[config.mk]
export PLATFORM = sky130hd
export DESIGN_NAME = fdma_fifo_pair
export DESIGN_NICKNAME = d
export VERILOG_FILES = /design/src/rtl/fdma_pkg.sv /design/src/rtl/fdma_fifo.sv /design/src/rtl/fdma_rx_timer.sv /design/src/rtl/fdma_rdy_gen.sv /design/src/rtl/fdma_fifo_pair.sv
export SDC_FILE = /design/constraint.sdc
export NUM_CORES = 1
export LEC_CHECK = 0
export BUFFER_PORTS_ARGS = -buffer_cell sky130_fd_sc_hd__buf_4
export CAP_MARGIN = 20
export CORE_ASPECT_RATIO = 1.25
export CORE_MARGIN = 5
export CORE_UTILIZATION = 55
export CTS_CLUSTER_DIAMETER = 50
export DETAILED_ROUTE_END_ITERATION = 12
export PLACE_DENSITY = 0.73
export REMOVE_ABC_BUFFERS = 1
export SYNTH_ARGS = -nofsm -noshare
export SYNTH_HDL_FRONTEND = slang
export SYNTH_HIERARCHICAL = 1
export SYNTH_SLANG_ARGS = --single-unit
[constraint.sdc]
create_clock -name clk -period 3.1 [get_ports clk]
set_input_delay 0.465 -clock clk [delete_from_list [all_inputs] [get_ports clk]]
set_output_delay 0.465 -clock clk [all_outputs]
set_load 0.1 [all_outputs]
[src/rtl/fdma_pkg.sv]
package fdma_pkg;

    localparam int unsigned CHAR_W = 8;
    localparam int unsigned ERR_W  = 3;

    typedef enum logic {
        RDY_SINGLE = 1'b0,
        RDY_BLOCK  = 1'b1
    } rdy_mode_e;

    typedef struct packed {
        logic [CHAR_W-1:0] ch;
        logic [ERR_W-1:0]  err;
    } rx_entry_t;

    localparam int unsigned RX_ENTRY_W = $bits(rx_entry_t);

    // trigger ladder scaled from the queue depth: 1, depth/4, depth/2, depth-2
    function automatic int unsigned trig_level(input logic [1:0] sel,
                                               input int unsigned depth);
        case (sel)
            2'd0:    return 1;
            2'd1:    return depth / 4;
            2'd2:    return depth / 2;
            default: return depth - 2;
        endcase
    endfunction

    function automatic rdy_mode_e eff_mode(input logic en, input logic sel);
        return (en && sel) ? RDY_BLOCK : RDY_SINGLE;
    endfunction

endpackage

[src/rtl/fdma_fifo.sv]
module fdma_fifo #(
    parameter int unsigned W     = 8,
    parameter int unsigned DEPTH = 16,
    localparam int unsigned AW   = (DEPTH > 1) ? $clog2(DEPTH) : 1,
    localparam int unsigned CW   = $clog2(DEPTH + 1)
) (
    input  logic          clk,
    input  logic          rst,
    input  logic          clr,
    input  logic          cap_one,
    input  logic          push,
    input  logic [W-1:0]  wdata,
    input  logic          pop,
    output logic [W-1:0]  rdata,
    output logic [CW-1:0] count,
    output logic          full,
    output logic          pop_ok,
    output logic          push_drop
);

    logic [W-1:0]  mem [DEPTH];
    logic [AW-1:0] wr_ptr, rd_ptr;
    logic [CW-1:0] cap;
    logic          push_ok;

    function automatic logic [AW-1:0] bump(input logic [AW-1:0] p);
        return (p == AW'(DEPTH - 1)) ? '0 : p + AW'(1);
    endfunction

    assign cap       = cap_one ? CW'(1) : CW'(DEPTH);
    assign full      = (count >= cap);
    assign pop_ok    = pop && (count != '0);
    assign push_ok   = push && (!full || pop_ok);
    assign push_drop = push && !push_ok;
    assign rdata     = mem[rd_ptr];

    always_ff @(posedge clk) begin
        if (rst || clr) begin
            wr_ptr <= '0;
            rd_ptr <= '0;
            count  <= '0;
        end else begin
            if (push_ok) wr_ptr <= bump(wr_ptr);
            if (pop_ok)  rd_ptr <= bump(rd_ptr);
            case ({push_ok, pop_ok})
                2'b10:   count <= count + CW'(1);
                2'b01:   count <= count - CW'(1);
                default: count <= count;
            endcase
        end
    end

    always_ff @(posedge clk) begin
        if (push_ok && !clr) mem[wr_ptr] <= wdata;
    end

    AST_NO_OVERFLOW: assert property (@(posedge clk) disable iff (rst)
        count <= CW'(DEPTH));

    AST_STEP_ONE: assert property (@(posedge clk) disable iff (rst)
        !clr |=> (count == $past(count) || count == $past(count) + CW'(1)
                  || count == $past(count) - CW'(1)));

    AST_FULL_DROP: assert property (@(posedge clk) disable iff (rst)
        (push && full && !pop && !clr) |=> $stable(count));

    AST_CLEAR_EMPTIES: assert property (@(posedge clk) disable iff (rst)
        clr |=> (count == '0));

endmodule

[src/rtl/fdma_rx_timer.sv]
module fdma_rx_timer #(
    parameter int unsigned LIMIT = 64,
    localparam int unsigned TW   = $clog2(LIMIT + 1)
) (
    input  logic clk,
    input  logic rst,
    input  logic hold,
    input  logic has_data,
    input  logic activity,
    output logic timeout
);

    logic [TW-1:0] idle_cnt;

    always_ff @(posedge clk) begin
        if (rst || hold || activity || !has_data) begin
            idle_cnt <= '0;
        end else if (idle_cnt != TW'(LIMIT)) begin
            idle_cnt <= idle_cnt + TW'(1);
        end
    end

    assign timeout = (idle_cnt == TW'(LIMIT));

    AST_ACTIVITY_CLEARS: assert property (@(posedge clk) disable iff (rst)
        activity |=> !timeout);

    AST_TIMEOUT_HOLDS: assert property (@(posedge clk) disable iff (rst)
        (timeout && !activity && !hold && has_data) |=> timeout);

endmodule

[src/rtl/fdma_rdy_gen.sv]
module fdma_rdy_gen
    import fdma_pkg::*;
#(
    parameter int unsigned DEPTH = 16,
    localparam int unsigned CW   = $clog2(DEPTH + 1)
) (
    input  logic          fifo_en,
    input  logic          dma_mode,
    input  logic [1:0]    trig_sel,
    input  logic [CW-1:0] rx_count,
    input  logic [CW-1:0] tx_count,
    input  logic          tx_full,
    input  logic          rx_timeout,
    output logic          rxrdy_n,
    output logic          txrdy_n
);

    rdy_mode_e     mode;
    logic [CW-1:0] trig;

    assign mode = eff_mode(fifo_en, dma_mode);
    assign trig = CW'(trig_level(trig_sel, DEPTH));

    always_comb begin
        unique case (mode)
            RDY_BLOCK: begin
                rxrdy_n = !((rx_count >= trig) || rx_timeout);
                txrdy_n = tx_full;
            end
            default: begin
                rxrdy_n = (rx_count == '0);
                txrdy_n = (tx_count != '0);
            end
        endcase
    end

endmodule

[src/rtl/fdma_fifo_pair.sv]
module fdma_fifo_pair
    import fdma_pkg::*;
#(
    parameter int unsigned DEPTH         = 16,
    parameter int unsigned CHAR_CYCLES   = 16,
    parameter int unsigned TIMEOUT_CHARS = 4,
    localparam int unsigned CW           = $clog2(DEPTH + 1),
    localparam int unsigned LIMIT        = CHAR_CYCLES * TIMEOUT_CHARS
) (
    input  logic              clk,
    input  logic              rst,
    input  logic              fifo_en,
    input  logic              dma_mode,
    input  logic [1:0]        trig_sel,
    input  logic              rx_clear,
    input  logic              tx_clear,
    input  logic              rx_push,
    input  logic [CHAR_W-1:0] rx_wdata,
    input  logic [ERR_W-1:0]  rx_werr,
    input  logic              rx_pop,
    output logic [CHAR_W-1:0] rx_rdata,
    output logic [ERR_W-1:0]  rx_rerr,
    output logic [CW-1:0]     rx_level,
    output logic              rx_overrun,
    output logic              rx_timeout,
    input  logic              tx_push,
    input  logic [CHAR_W-1:0] tx_wdata,
    input  logic              tx_pop,
    output logic [CHAR_W-1:0] tx_rdata,
    output logic [CW-1:0]     tx_level,
    output logic              rxrdy_n,
    output logic              txrdy_n
);

    rx_entry_t rx_in, rx_out;
    logic      rx_full, rx_pop_ok, rx_drop;
    logic      tx_full, tx_pop_ok, tx_drop;

    assign rx_in.ch  = rx_wdata;
    assign rx_in.err = rx_werr;

    fdma_fifo #(.W(RX_ENTRY_W), .DEPTH(DEPTH)) rx_q_i (
        .clk       (clk),
        .rst       (rst),
        .clr       (rx_clear),
        .cap_one   (!fifo_en),
        .push      (rx_push),
        .wdata     (rx_in),
        .pop       (rx_pop),
        .rdata     (rx_out),
        .count     (rx_level),
        .full      (rx_full),
        .pop_ok    (rx_pop_ok),
        .push_drop (rx_drop)
    );

    assign rx_rdata = rx_out.ch;
    assign rx_rerr  = rx_out.err;

    fdma_fifo #(.W(CHAR_W), .DEPTH(DEPTH)) tx_q_i (
        .clk       (clk),
        .rst       (rst),
        .clr       (tx_clear),
        .cap_one   (!fifo_en),
        .push      (tx_push),
        .wdata     (tx_wdata),
        .pop       (tx_pop),
        .rdata     (tx_rdata),
        .count     (tx_level),
        .full      (tx_full),
        .pop_ok    (tx_pop_ok),
        .push_drop (tx_drop)
    );

    always_ff @(posedge clk) begin
        if (rst || rx_clear) rx_overrun <= 1'b0;
        else if (rx_drop)    rx_overrun <= 1'b1;
    end

    fdma_rx_timer #(.LIMIT(LIMIT)) rx_tmr_i (
        .clk      (clk),
        .rst      (rst),
        .hold     (rx_clear || !fifo_en),
        .has_data (rx_level != '0),
        .activity (rx_push || rx_pop_ok),
        .timeout  (rx_timeout)
    );

    fdma_rdy_gen #(.DEPTH(DEPTH)) rdy_i (
        .fifo_en    (fifo_en),
        .dma_mode   (dma_mode),
        .trig_sel   (trig_sel),
        .rx_count   (rx_level),
        .tx_count   (tx_level),
        .tx_full    (tx_full),
        .rx_timeout (rx_timeout),
        .rxrdy_n    (rxrdy_n),
        .txrdy_n    (txrdy_n)
    );

    AST_TXRDY_BLOCK: assert property (@(posedge clk) disable iff (rst)
        (fifo_en && dma_mode && tx_level < CW'(DEPTH)) |-> !txrdy_n);

    AST_RXRDY_SINGLE: assert property (@(posedge clk) disable iff (rst)
        (!(fifo_en && dma_mode) && rx_level != '0) |-> !rxrdy_n);

    AST_RXRDY_TIMEOUT: assert property (@(posedge clk) disable iff (rst)
        (fifo_en && dma_mode && rx_timeout) |-> !rxrdy_n);

    AST_OVERRUN_STICKY: assert property (@(posedge clk) disable iff (rst)
        (rx_overrun && !rx_clear) |=> rx_overrun);

    AST_CLEAR_ISOLATE: assert property (@(posedge clk) disable iff (rst)
        (rx_clear && !tx_clear && !tx_push && !tx_pop) |=> $stable(tx_level));

    AST_SINGLE_CAP: assert property (@(posedge clk) disable iff (rst)
        (!fifo_en && rx_level <= CW'(1) && !rx_clear) |=> (rx_level <= CW'(1)));

endmodule

=== After elaboration in Yosys (flattened, before gate mapping) ===
Memories as Yosys holds them, arrays and structs flattened. A register that Yosys moved wholly into a read port is not among the register bits.
Cells that the tools add are included.

* Bits in registers: 34
* Bits in writable memories: 304
* Bits of input ports: 31
* Output and inout bits: 33
* Logic and storage cells: 85
* Memories: 2

* Add/subtract/negate cells: 9
* Order comparisons: 3
* Eq/ne operators: 12
* Mux-type cells: 19
* Reductions and logical operators: 32

{| class="wikitable"
|+ Memory list
! name !! depth !! bits a word !! read ports !! clocked after Yosys merged registers in !! wr ports !! line !! text
|-
| rx_q_i.mem || 16 || 11 || 1 || 1 || 1 || fdma_fifo.sv:21 || <nowiki>logic [W-1:0] mem [DEPTH];</nowiki>
|-
| tx_q_i.mem || 16 || 8 || 1 || 1 || 1 || fdma_fifo.sv:21 ||
|}

{| class="wikitable"
|+ Operators with widths
! operator !! count
|-
| two-way mux 4 bit || 8
|-
| one-hot mux 5 bit (2 select lines) || 2
|-
| adder 4 x 1 -> 4 bit, second input constant || 4
|-
| equality test 4 bit, second input constant || 4
|-
| one-hot mux 4 bit (3 select lines) || 1
|-
| adder 5 x 1 -> 5 bit, second input constant || 2
|-
| >= comparator 5 bit || 2
|-
| logical OR 1 bit || 10
|-
| nonzero test 5 bit || 2
|-
| subtractor 5 x 1 -> 5 bit, second input constant || 2
|-
| logical AND 1 bit || 8
|-
| logical NOT 1 bit || 8
|-
| adder 7 x 1 -> 7 bit, second input constant || 1
|-
| equality test 7 bit, second input constant || 1
|-
| two-way mux 1 bit || 7
|-
| != test 7 bit, second input constant || 1
|-
| equality test 2 x 1 -> 1 bit, second input constant || 3
|-
| equality test 2 bit, second input constant || 3
|-
| >= comparator 5 x 4 -> 1 bit || 1
|-
| logical NOT 5 bit || 1
|-
| two-way mux 5 bit || 1
|-
| nonzero test 2 bit || 2
|-
| logical NOT 2 bit || 1
|}

=== Depth between registers and ports, before layout ===
Gate-level depths: netlist of run 1.

* Word-level depth: 8
* Mapped depth: 9
* Mapped depth without buffers: 9

=== Modules after synthesis ===
Netlist of run 1, hierarchy kept.

{| class="wikitable"
|+ By module, submodules not included
! module !! times used !! cells each !! area an instance (µm²) !! sequential area each (µm²)
|-
| fdma_fifo (rx_q_i) || 1 || 371 || 7657.3 || 5625.4
|-
| fdma_fifo (tx_q_i) || 1 || 301 || 5888.1 || 4184.0
|-
| fdma_rx_timer || 1 || 37 || 349.1 || 140.1
|-
| fdma_rdy_gen || 1 || 23 || 141.4 || 0.0
|-
| fdma_fifo_pair || 1 || 9 || 57.6 || 20.0
|}

=== Least setup slack after synthesis of run 1 ===
Ideal clock, no wire load.

* Path type: flip-flop to output port
* Start point: register tx_q_i.count[0]
* End point: output txrdy_n
* Data arrival time: 3.560 ns
* Required time: 2.635 ns
* Path slack: -0.925 ns
* Stages on the path, launching flop included: 8
* Path buffers: 0
* Cells stage by stage: dfxtp_1 inv_1 ha_1 nor2_1 a31o_2 inv_1 nor2_1 a31oi_1

* Longest elaborated chain between the ends: 2
* Elaborated cells between the ends (all ways): 3
* Those cells by class: 1 x order compare; 1 x mux; 1 x reduce/logical

{| class="wikitable"
|+ RTL lines
! what !! line !! text
|-
| start: declaration || fdma_fifo.sv:15 || <nowiki>output logic [CW-1:0] count,</nowiki>
|-
| start signal: assignment || fdma_fifo.sv:46 || <nowiki>2'b10: count <= count + CW'(1);</nowiki>
|-
| start signal: assignment || fdma_fifo.sv:47 || <nowiki>2'b01: count <= count - CW'(1);</nowiki>
|-
| start signal: assignment || fdma_fifo.sv:48 || <nowiki>default: count <= count;</nowiki>
|-
| >= comparator 5 bit || fdma_fifo.sv:31 || <nowiki>assign full = (count >= cap);</nowiki>
|-
| via tx_full || fdma_fifo_pair.sv:37 || <nowiki>logic tx_full, tx_pop_ok, tx_drop;</nowiki>
|-
| two-way mux 1 bit || fdma_rdy_gen.sv:25 || <nowiki>unique case (mode)</nowiki>
|-
| end: declaration || fdma_fifo_pair.sv:32 || <nowiki>output logic txrdy_n</nowiki>
|}

The timed path passes the listed nets, and every way through them passes these cells.

==> results.ini, run 1 <==
[worst_hold_path]
worstHoldPathCells=2
min_path_type=in -> reg

[global_route]
grt_pass1_wl_um=43610
grtUsageTotal_pct=19.34
grtUsageMet2_pct=36.08
gr-total-overflow=0
grt_most_used_layer=met2
grt_pass1_vias=7737
met3_usage_pct=2.469
grt_max_degree=45
use_met1_pct=23.81
antenna_found_initial=0

[timing]
setup_viol=0
hold_viol_final=0
setup_tns_ns=0
worst-slew-pin-transition_ns=0.6725
max_freq_mhz=334.1
clock_skew_ns=0.01550
fin_crit_sh_pct=96.57
relSlewSlack_pct=54.54
min_period_ns=2.994
rsz0062_at_grt=no
drv_slew=0

[worst_setup_path]
crit_family=multiplexers
cp_max_fo=10
critical_path_class=reg -> out
cpMaxStageDelayCell=mux4_2
slowest_delay_ns=0.54
cp.required_ns=2.63
critPathCaptureType=output port
path_cells=buf_4 > mux4_2 > mux4_2 > buf_4
reg2reg_depth=6
cp.arrival_ns=2.53
path_depth=4
startpoint_type=flop
critical_path_buf_inv_count=2

[routing]
drt_iter0_drc=487
post_drt_wl_per_cell_um=23.08
routed-via-count=7155
first_pass_iters=4
vias_per_cell=5.953
drc_errors=0
totalWireLength_um=27750
postRouteAntennaNets=0

[synth]
syn_area_um2=14090
syn_avg_cell_area_um2=19.04
synth_warnings=6
synth_cells=740

[cts]
cts.sinks=346
cts_hold_buf=0
ctsHtreeMaxLevel=2
root_buffer=clkbuf_16
cts_tree=yes
postCtsSetupBuffers=0
clockBufferDepth=3
numCtsBuffers=36
cts.clk_slew.worst_paths_ns=0.06
insertion_delay_ns=0.51

[pwr]
p_leak_nw=5.308
power_frac_clock_pct=41.2
p_int_mw=7.616
p_switching_mw=2.214
p_comb_share_pct=6.8
irDropWorstVdd_uv=528.5
swShare_pct=22.53
cellPowerDensity_nw_per_um2=604.3
seq_power_share_pct=52.0

[status]
status=complete, no violations

[floorplanning]
dieHeight_um=188.9
io_pins=64
start_util_pct=55.71
core_area_um2=25290
dieArea_um2=28940
dieWidth_um=153.2
rows=65

[placement]
gp_congestion=0.8064
placed_area_um2=15150
place.port_buffers=63
placed_cells=1137
hpwl_um=18710

[flow_run]
drv_cap=0

[finish]
instances_no_fill=1202
diodes=0
drive_above_1_share_pct=32.41
fin_area_um2=16270
layout.nets=899
multi_input_area_um2=3954
nFillCells=1688
seqCellArea_um2=9976
final_util_pct=64.31
area_growth_pct=15.45

[final timing paths]
kind / startpoint / end / slack (ns)
hold reg to reg: rx_overrun / rx_overrun / 0.50
setup reg to reg: rx_q_i/count[0] / rx_q_i/mem[11][8] / 0.48
setup / recovery: flop / rx_rdata[1] / 0.11
hold / removal: rst / rx_overrun / 0.20
[cells in the final DEF (no fill, tap or decap), types with 3 or more instances in the layout]
| master | count |
|---|---|
| nand2_1 | 33 |
| a21oi_1 | 19 |
| xor2_1 | 4 |
| nor2b_1 | 5 |
| ha_1 | 26 |
| inv_6 | 5 |
| nand2b_1 | 4 |
| clkbuf_16 | 37 |
| o21ai_4 | 5 |
| buf_12 | 3 |
| clkinv_1 | 4 |
| dfxtp_1 | 39 |
| or2_2 | 4 |
| mux4_2 | 95 |
| buf_4 | 86 |
| clkbuf_1 | 8 |
| nor3_2 | 6 |
| and2_1 | 3 |
| inv_1 | 20 |
| nor3_1 | 13 |
| edfxtp_1 | 304 |
| and3_1 | 11 |
| clkinv_2 | 6 |
| nand3_1 | 8 |
| or3_1 | 5 |
| mux2i_1 | 7 |
| o21ai_0 | 8 |
| nor2_1 | 31 |
| xnor2_1 | 8 |
[state kept, by name, summed over array words and instances (netlist names), named ones only]
name	count
rx_q_i/wr_ptr	4
rx_tmr_i/idle_cnt	7
tx_q_i/mem	128
rx_q_i/rd_ptr	4
tx_q_i/wr_ptr	4
rx_overrun	1
tx_q_i/rd_ptr	4
tx_q_i/count	5
rx_q_i/mem	176
rx_q_i/count	5
[layer usage]
metal | up-vias | part of all wire (%)
met5 | - | 0
met4 | 0 | 2.0
met3 | 38 | 3.9
met2 | 193 | 55
met1 | 3730 | 39
li1 | 3194 | -
[stage by stage]
step	setup slack (ns)	hold slack (ns)	total power, mW
after floorplan	-0.9178	0.4579	5.667
after global placement	0.3526	0.4717	5.859
after detailed placement	0.2894	0.4850	5.886
after CTS	0.05645	0.1856	9.904
after global routing	0.004977	0.1882	10.16
final	0.1065	0.2029	9.830
[power by group through the flow]
stage | sequential [mW] | clock, mW | combinational (mW)
after CTS | 5.11 | 4.12 | 0.677
after floorplan | 5.27 | 0 | 0.399
after detailed placement | 5.21 | 0 | 0.674
after global routing | 5.11 | 4.33 | 0.714
final | 5.11 | 4.05 | 0.673
after global placement | 5.21 | 0 | 0.649
[repair_timing]
| item | CTS | global route |
|---|---|---|
| gates resized for setup | 1 | 1 |
| setup endpoints to repair | 11 | 2 |
| pin swaps | 0 | 0 |
[layout make-up]
| cell class | instances | area share (%) |
|---|---|---|
| Clock inverter | 20 | 0.9615 |
| Multi-Input combinational cell | 343 | 24.31 |
| Timing Repair Buffer | 90 | 4.407 |
| Clock buffer | 45 | 5.876 |
| Inverter | 23 | 0.5461 |
| Sequential cell | 346 | 61.33 |
| Tap cell | 335 | 2.577 |
Note: power is estimated with default switching activity, not from simulation.
==> run 2, diff against run 1 <==
--- a/config.mk
+++ b/config.mk
@@ -7,12 +7,12 @@
 export LEC_CHECK = 0
 export BUFFER_PORTS_ARGS = -buffer_cell sky130_fd_sc_hd__buf_4
 export CAP_MARGIN = 20
-export CORE_ASPECT_RATIO = 1.25
+export CORE_ASPECT_RATIO = 1.1
 export CORE_MARGIN = 5
 export CORE_UTILIZATION = 55
 export CTS_CLUSTER_DIAMETER = 50
 export DETAILED_ROUTE_END_ITERATION = 12
-export PLACE_DENSITY = 0.73
+export PLACE_DENSITY = 0.75
 export REMOVE_ABC_BUFFERS = 1
 export SYNTH_ARGS = -nofsm -noshare
 export SYNTH_HDL_FRONTEND = slang
==> results.ini, run 2 (same netlist as run 1, synthesis figures left out) <==
[status]
status=complete, no violations  ; unchanged

[global_route]
grt_pass1_wl_um=43860  ; was 43610 µm
grtUsageTotal_pct=19.84  ; was 19.34%
grt_pass1_vias=7752  ; was 7737
antenna_found_initial=0  ; unchanged
gr-total-overflow=0  ; unchanged
grt_max_degree=45  ; unchanged

[worst_setup_path]
path_cells=buf_12 > mux4_2 > mux4_2 > buf_4  ; was buf_4 > mux4_2 > mux4_2 > buf_4
reg2reg_setup_slack_ns=0.50  ; was 0.48 ns
cpMaxStageDelayCell=mux4_2  ; unchanged
cp.required_ns=2.63  ; about the same
crit_family=multiplexers  ; unchanged
startpoint_type=flop  ; unchanged
critPathCaptureType=output port  ; unchanged
cp_max_fo=13  ; was 10
critical_path_buf_inv_count=2  ; unchanged
cp.arrival_ns=2.49  ; was 2.53 ns
path_common_cell=mux4_2
slowest_delay_ns=0.55  ; was 0.54 ns
critical_path_class=reg -> out  ; unchanged

[timing]
drv_slew=0  ; unchanged
hold_viol_final=0  ; unchanged
fin_ws_ns=0.1443  ; was 0.1065 ns
worst-slew-pin-transition_ns=0.7662  ; was 0.6725 ns
max_freq_mhz=338.3  ; was 334.1 MHz
setup_viol=0  ; unchanged
clock_skew_ns=0.02290  ; was 0.01550 ns
rsz0062_at_grt=no  ; unchanged
relSlewSlack_pct=48.20  ; was 54.54%
min_period_ns=2.956  ; was 2.994 ns
fin_crit_sh_pct=95.34  ; was 96.57%
setup_tns_ns=0  ; unchanged

[finish]
instances_no_fill=1213  ; was 1202
largest_register=rx_q_i/mem  ; unchanged
diodes=0  ; unchanged
final_util_pct=64.67  ; was 64.31%
top_regs=rx_q_i/mem x176, tx_q_i/mem x128, rx_tmr_i/idle_cnt x7  ; unchanged
final_cell_mix=edfxtp_1 (304), mux4_2 (95), buf_4 (86), dfxtp_1 (39), clkbuf_16 (36)  ; was edfxtp_1 (304), mux4_2 (95), buf_4 (86), dfxtp_1 (39), clkbuf_16 (37)
drive_above_1_share_pct=32.06  ; was 32.41%
mostFrequentLayoutCell=edfxtp_1  ; unchanged
layout.nets=899  ; unchanged
nFillCells=1656  ; was 1688
area_growth_pct=15.96  ; was 15.45%
largest_reg_flops=176  ; unchanged

[pwr]
irDropWorstVdd_uv=501.4  ; was 528.5 µV
p_leak_nw=5.335  ; was 5.308 nW
cellPowerDensity_nw_per_um2=609.1  ; was 604.3 nW/µm²

[floorplanning]
core_area_um2=25260  ; was 25290 µm²
rows=61  ; was 65
dieWidth_um=162.6  ; was 153.2 µm
dieArea_um2=28920  ; was 28940 µm²
dieHeight_um=177.9  ; was 188.9 µm
start_util_pct=55.77  ; was 55.71%
io_pins=64  ; unchanged

[routing]
routed-via-count=7077  ; was 7155
postRouteAntennaNets=0  ; unchanged
vias_per_cell=5.834  ; was 5.953
totalWireLength_um=27480  ; was 27750 µm
post_drt_wl_per_cell_um=22.66  ; was 23.08 µm
first_pass_iters=5  ; was 4
drt_iter0_drc=721  ; was 487
drc_errors=0  ; unchanged

[placement]
hpwl_um=17900  ; was 18710 µm
place.port_buffers=63  ; unchanged
placed_cells=1148  ; was 1137
gp_congestion=0.8021  ; was 0.8064
pre_cts_ws_ns=0.4335  ; was 0.2894 ns

[cts]
ctsHtreeMaxLevel=2  ; unchanged
root_buffer=clkbuf_16  ; unchanged
cts_tree=yes  ; unchanged
numCtsBuffers=35  ; was 36
cts.sinks=346  ; unchanged
insertion_delay_ns=0.52  ; was 0.51 ns
cts.clk_slew.worst_paths_ns=0.06  ; about the same
clockBufferDepth=3  ; unchanged

[flow_run]
drv_cap=0  ; unchanged

[worst_hold_path]
min_path_type=in -> reg  ; unchanged

==> run 2: path summary, 6_finish.rpt <==
path,from,endpoint,depth (start not counted)
setup / recovery,flop,rx_rdata[1],4
hold reg to reg,rx_overrun,rx_overrun,2
setup reg to reg,tx_q_i/count[1],tx_q_i/count[4],9
hold / removal,rst,rx_overrun,2
==> run 2: routing by layer <==
metal,wire [µm],GRT usage (%),vias to the layer above,share of wire [%]
met2,15080,36.10,203,55
met3,1396,3.600,35,5.1
met4,435,4.509,0,1.6
met1,10570,25.02,3652,38
li1,-,-,3187,-
met5,0,0,-,0
==> run 2: timing repair <==
action | in CTS | in global routing
resized for setup | 1 | 0
setup endpoints to repair | 7 | 1
pin swaps | 0 | 1
hold buffers | 0 | 0
setup buffers | 0 | 1
==> run 2: per-stage QoR <==
stage	hold WS, ns	instance area (µm²)	total power [mW]
finish	0.1593	16340	9.951
global placement	0.4655	15160	5.856
floorplan	0.4579	13960	5.667
CTS	0.1405	16330	10.03
detailed placement	0.4903	15160	5.881
global route	0.1429	16340	10.33
==> run 2: where the power goes <==
part | switching (mW) | internal, mW | total (mW)
Clock | 1.70 | 2.47 | 4.17
Sequential | 0.0242 | 5.09 | 5.11
Combinational | 0.447 | 0.219 | 0.667
Total | 2.17 | 7.78 | 9.95
==> run 2: layout make-up <==
| cell class | count | area (µm²) | area share (%) |
|---|---|---|---|
| multi-input cells | 343 | 3929 | 24.05 |
| clock inverters | 21 | 209.0 | 1.279 |
| well taps | 346 | 432.9 | 2.650 |
| inverters | 23 | 88.84 | 0.5437 |
| clock buffers | 43 | 957.2 | 5.858 |
| flip-flops and latches | 346 | 9976 | 61.06 |
| repair buffers | 91 | 745.7 | 4.564 |
